--- config.mk ---
export PLATFORM = sky130hd
export DESIGN_NAME = ipc_mbox_fifo
export DESIGN_NICKNAME = d
export VERILOG_FILES = /design/src/rtl/ipc_mbox_fifo.sv
export SDC_FILE = /design/constraint.sdc
export NUM_CORES = 2
export LEC_CHECK = 0
export CORE_MARGIN = 8
export CORE_UTILIZATION = 60
export CTS_CLUSTER_DIAMETER = 120
export CTS_CLUSTER_SIZE = 30
export DETAILED_ROUTE_END_ITERATION = 12
export PLACE_DENSITY = 0.77
export SETUP_SLACK_MARGIN = 0.1
export SYNTH_ARGS = -nofsm -noshare
export SYNTH_HDL_FRONTEND = slang
export SYNTH_SLANG_ARGS = --single-unit
--- constraint.sdc ---
create_clock -name clk -period 26.3 [get_ports clk]
set_input_delay 5.26 -clock clk [delete_from_list [all_inputs] [get_ports clk]]
set_output_delay 5.26 -clock clk [all_outputs]
set_load 0.02 [all_outputs]
--- src/rtl/ipc_mbox_fifo.sv ---
module ipc_mbox_fifo #(
  parameter int DEPTH = 128,
  parameter int DW    = 32,
  parameter int IDW   = 6,
  parameter int NPORT = 2
) (
  input  logic                          clk,
  input  logic                          rst_n,
  input  logic [NPORT-1:0]              wr_req,
  input  logic [NPORT*DW-1:0]           wr_data,
  output logic [NPORT-1:0]              wr_gnt,
  input  logic                          rd_en,
  output logic [DW-1:0]                 rd_data,
  input  logic                          ovf_clr_we,
  input  logic                          ovf_clr_hi,
  input  logic [(1<<IDW)/2-1:0]         ovf_clr_mask,
  output logic [(1<<IDW)/2-1:0]         ovf_lo,
  output logic [(1<<IDW)/2-1:0]         ovf_hi,
  output logic                          irq,
  output logic [$clog2(DEPTH):0]        count,
  output logic                          full,
  output logic                          empty
);
  localparam int AW    = $clog2(DEPTH);
  localparam int NFLAG = 1 << IDW;
  localparam int HALF  = NFLAG / 2;
  localparam int SW    = (NPORT > 1) ? $clog2(NPORT) : 1;

  logic [DW-1:0]    mem [DEPTH];
  logic [AW-1:0]    wp, rp;
  logic [AW:0]      cnt;
  logic [NFLAG-1:0] flags, clr_vec, set_vec;
  logic [SW-1:0]    sel;
  logic             any;
  logic [DW-1:0]    win;
  logic             do_push, do_drop, do_pop;

  always_comb begin
    sel = '0;
    any = 1'b0;
    for (int i = NPORT - 1; i >= 0; i--)
      if (wr_req[i]) begin
        sel = SW'(i);
        any = 1'b1;
      end
    wr_gnt = '0;
    if (any) wr_gnt[sel] = 1'b1;
  end

  assign win     = wr_data[sel*DW +: DW];
  assign full    = (cnt == (AW+1)'(DEPTH));
  assign empty   = (cnt == '0);
  assign do_push = any && !full;
  assign do_drop = any && full;
  assign do_pop  = rd_en && !empty;

  assign rd_data = empty ? '0 : mem[rp];
  assign count   = cnt;
  assign irq     = !empty;

  always_ff @(posedge clk)
    if (do_push) mem[wp] <= win;

  always_ff @(posedge clk) begin
    if (!rst_n) begin
      wp  <= '0;
      rp  <= '0;
      cnt <= '0;
    end else begin
      if (do_push) wp <= (wp == AW'(DEPTH - 1)) ? '0 : wp + 1'b1;
      if (do_pop)  rp <= (rp == AW'(DEPTH - 1)) ? '0 : rp + 1'b1;
      cnt <= cnt + (AW+1)'(do_push) - (AW+1)'(do_pop);
    end
  end

  always_comb begin
    clr_vec = '0;
    if (ovf_clr_we) begin
      if (ovf_clr_hi) clr_vec[NFLAG-1:HALF] = ovf_clr_mask;
      else            clr_vec[HALF-1:0]     = ovf_clr_mask;
    end
    set_vec = '0;
    if (do_drop) set_vec[win[IDW-1:0]] = 1'b1;
  end

  always_ff @(posedge clk) begin
    if (!rst_n) flags <= '0;
    else        flags <= (flags & ~clr_vec) | set_vec;
  end

  assign ovf_lo = flags[HALF-1:0];
  assign ovf_hi = flags[NFLAG-1:HALF];
endmodule

==> impl_metrics.ini <==
[clock_tree]
cts_sinks = 4189
cts_buffers = 159
post_cts_buffers = 0
clk-insertion-delay-late_ns = 0.89
cts_root_buf = clkbuf_16
path_clk_slew_ns = 0.11
clk_path_buf_depth = 3
ctsResizeCount = 0
cts_tree = done
cts_hold_buf = 0
cts_max_level = 4

[critical_path]
crit_slowest_cell = buf_4
reg2reg_depth = 7
path_cells = buf_4, buf_12, buf_12, buf_4, buf_4, mux2i_1, a22oi_1, nand3_1, nand2_1, a21oi_1, a31oi_1, clkdlybuf4s50_1
end_kind = output pin
crit_buf_inv = 6
r2r_end = mem[87][14]$_DFFE_PP_
crit_type = reg -> out
path_max_fanout = 138
startpoint_type = flop
slowest_delay_ns = 0.94
crit_required_ns = 21.04
cpLargestDelayFamily = buffers and inverters
regToRegSetupSlack_ns = 21.72
arrival_ns = 8.00
r2r_start = count[4]$_SDFF_PN0_
worst_path_most_repeated_cell = buf_4

[cells_and_area]
final.fill_count = 16660
final_core_util_pct = 64.98
fin_cells = 11420
drive_gt1_share_pct = 18.68
final_nets = 7947
syn_to_final_growth_pct = 7.794

[floorplan]
rows = 189
ios = 212
core_sq_um = 264900
fp.dieArea_sq_um = 282800
start_util_pct = 60.28
die_h_um = 531.8
fp.dieW_um = 531.8

[min_path]
worstHoldStart = flags[7]$_SDFF_PN0_
hold_path_depth = 2
hold_path_end = flags[7]$_SDFF_PN0_
hp-class = reg -> reg

[global_route]
first_global_vias = 79770
grt_first_pass_wirelength_um = 577900
grt_max_degree = 139
grt_usage_pct = 28.27
grt_overflow = 0
antenna_found_initial = 21

[route]
wl_per_cell_um = 35.69
dr.pass1.iters = 6
drt_iter0_drc = 13390
drcViolationCount = 0
finalWirelength_um = 407700
ant_nets = 0
vias_per_cell = 7.005
via_count = 80020

[power]
power_mw = 12.59
p_leak_nw = 50.15
power_density_nw_per_um2 = 73.15
peakVddDrop_v = 0.00007420

[synthesis]
synth-edff-count = 4096
netlist_instances = 7642
async_reset_ff_share_pct = 0
ys_seq_elements = 4189
synthTopCellsByArea = edfxtp_1 77%, mux4_2 12%, mux2i_1 2.6%, a22oi_1 2.2%, dfxtp_1 1.2%
ys.flop_type = edfxtp_1
yosysWarnings = 0
syn-cell-area_sq_um = 159600
yosysSeqAreaShare_pct = 78.21
synth_top_family_by_area = multiplexers
synthDistinctLibCells = 58
synthesis.nets = 7759
syn_area_per_cell_sq_um = 20.89
synth_xor_area_share_pct = 0.06583
synth_mux_area_share_pct = 14.36
synth_compound_area_share_pct = 3.016
synthAdderAreaFrac_pct = 0.1144
synth-simple-area-share_pct = 2.969
yosysTopAreaCell = edfxtp_1
synth_top_area_share_pct = 77.04

[sta]
post-route-min-period_ns = 13.26
post-route-period-util_pct = 50.43
rsz0062_at_grt = false
setup_viol = 0
fin_ws_ns = 13.04
hold_viol_final = 0
slew_violations = 0
tns_ns = 0
relSlewSlack_pct = 7.069
max_freq_ghz = 0.07539
tightestPinTransition_ns = 1.394
finClkSkew_ns = 0.05518

[placed_design]
placed_cells = 11200
dp_worst_setup_slack_ns = 13.76
portBuffers = 211
dp_hpwl_um = 230400
routabilityCongestion = 0.8661

[job]
drv_cap = 0

[run_status]
status = finished clean
## routing by layer
metal / track usage, % / wire length (um)
met1: 39.13 / 145000
met2: 44.22 / 190900
met3: 6.731 / 52500
met4: 11.31 / 19160
met5: 0 / 67
## layout by cell type, fill, tap and decap left out, types with 27 or more instances in the layout
| cell type | n |
|---|---|
| nand2_4 | 27 |
| clkbuf_1 | 37 |
| edfxtp_1 | 4096 |
| nor2_4 | 129 |
| buf_4 | 249 |
| a31oi_1 | 33 |
| nand3_1 | 293 |
| mux2i_1 | 421 |
| dfxtp_1 | 90 |
| a21oi_1 | 110 |
| clkdlybuf4s50_1 | 211 |
| a22o_1 | 31 |
| nand2_1 | 193 |
| nor2_1 | 166 |
| clkbuf_16 | 165 |
| nand4_1 | 99 |
| mux4_2 | 829 |
| a22oi_1 | 471 |
| nor3_1 | 32 |
## cell usage after synthesis (3+ instances only)
cell type and instances:
o21ai_0 12, buf_1 30, a22o_1 31, a211oi_1 4, nand2_1 223, buf_4 7, nand2b_1 8, o22ai_1 3
and2_1 13, clkbuf_1 216, mux4_2 829, nor2_1 302, or3_1 4, o21a_1 3, and3_1 4, nor3b_1 5
a31oi_1 33, xnor2_1 6, nor3_1 40, inv_1 19, a22oi_1 471, nand3_1 297, a21oi_1 110, xor2_1 6
dfxtp_1 93, ha_1 13, mux2i_1 421, nor2b_1 17, edfxtp_1 4096, buf_2 187, nand4_1 99, mux2_2 4
## registers in the layout, indices dropped and copies added, names as in the netlist, named ones only
| signal | flops |
|---|---|
| flags | 64 |
| mem | 4096 |
| wp | 7 |
| rp | 7 |
| count | 8 |
## logic make-up (layout without fill, tap and decap cells)
logic type / count (synthesis) / in the layout
and+or+nand+nor: 1027 / 1027
xor gates and xnor gates: 12 / 12
other: 0 / 10
buffers and inverters: 464 / 702
muxes: 1254 / 1254
AOI/OAI and AO/OA: 682 / 682
DFF: 4189 / 4189
adders and majority gates: 14 / 14
## report_power, final
part           internal, mW  switching, mW  leakage [nW]
clock                  1.16           1.88          2.14
sequential             7.42         0.0326          37.1
combinational         0.894           1.20          10.9
## worst max path at each step
stage,cells after the start,to,startpoint
4_1_cts,12,rd_data[9],flop
6_report,12,rd_data[9],flop
5_1_grt,12,rd_data[0],flop
2_1_floorplan,5,mem[0][0]$_DFFE_PP_,wr_req[0]
3_3_place_gp,6,wr_gnt[1],wr_req[0]
3_5_place_dp,6,wr_gnt[1],wr_req[0]
## area by class of cell
| cell class | count | area (sq um) | share of cell area [%] |
|---|---|---|---|
| diodes | 10 | 25.02 | 0.01454 |
| clock buffers | 202 | 4268 | 2.480 |
| clock inverters | 9 | 143.9 | 0.08361 |
| inverters | 22 | 90.09 | 0.05235 |
| multi-input cells | 2989 | 34110 | 19.82 |
| flip-flops and latches | 4189 | 124900 | 72.56 |
| well taps | 3533 | 4420 | 2.569 |
| repair buffers | 469 | 4161 | 2.418 |
## worst register-to-register path, delay by kind of cell (launching register included)
family	cells	cell delay [ns]
AO/OA/AOI/OAI	1	0.77
adder cells (fa/ha/maj)	1	0.20
buffers and inverters	2	0.68
flip-flops	1	0.43
AND/OR/NAND/NOR	3	2.10
## per-stage QoR
stage	hold WS [ns]	cell area, sq um
floorplan	0.4756	159600
global placement	0.4775	167700
detailed placement	0.4853	167700
CTS	0.5176	172100
global route	0.5401	172100
finish	0.5128	172100
Note: power is estimated with default switching activity, not from simulation.
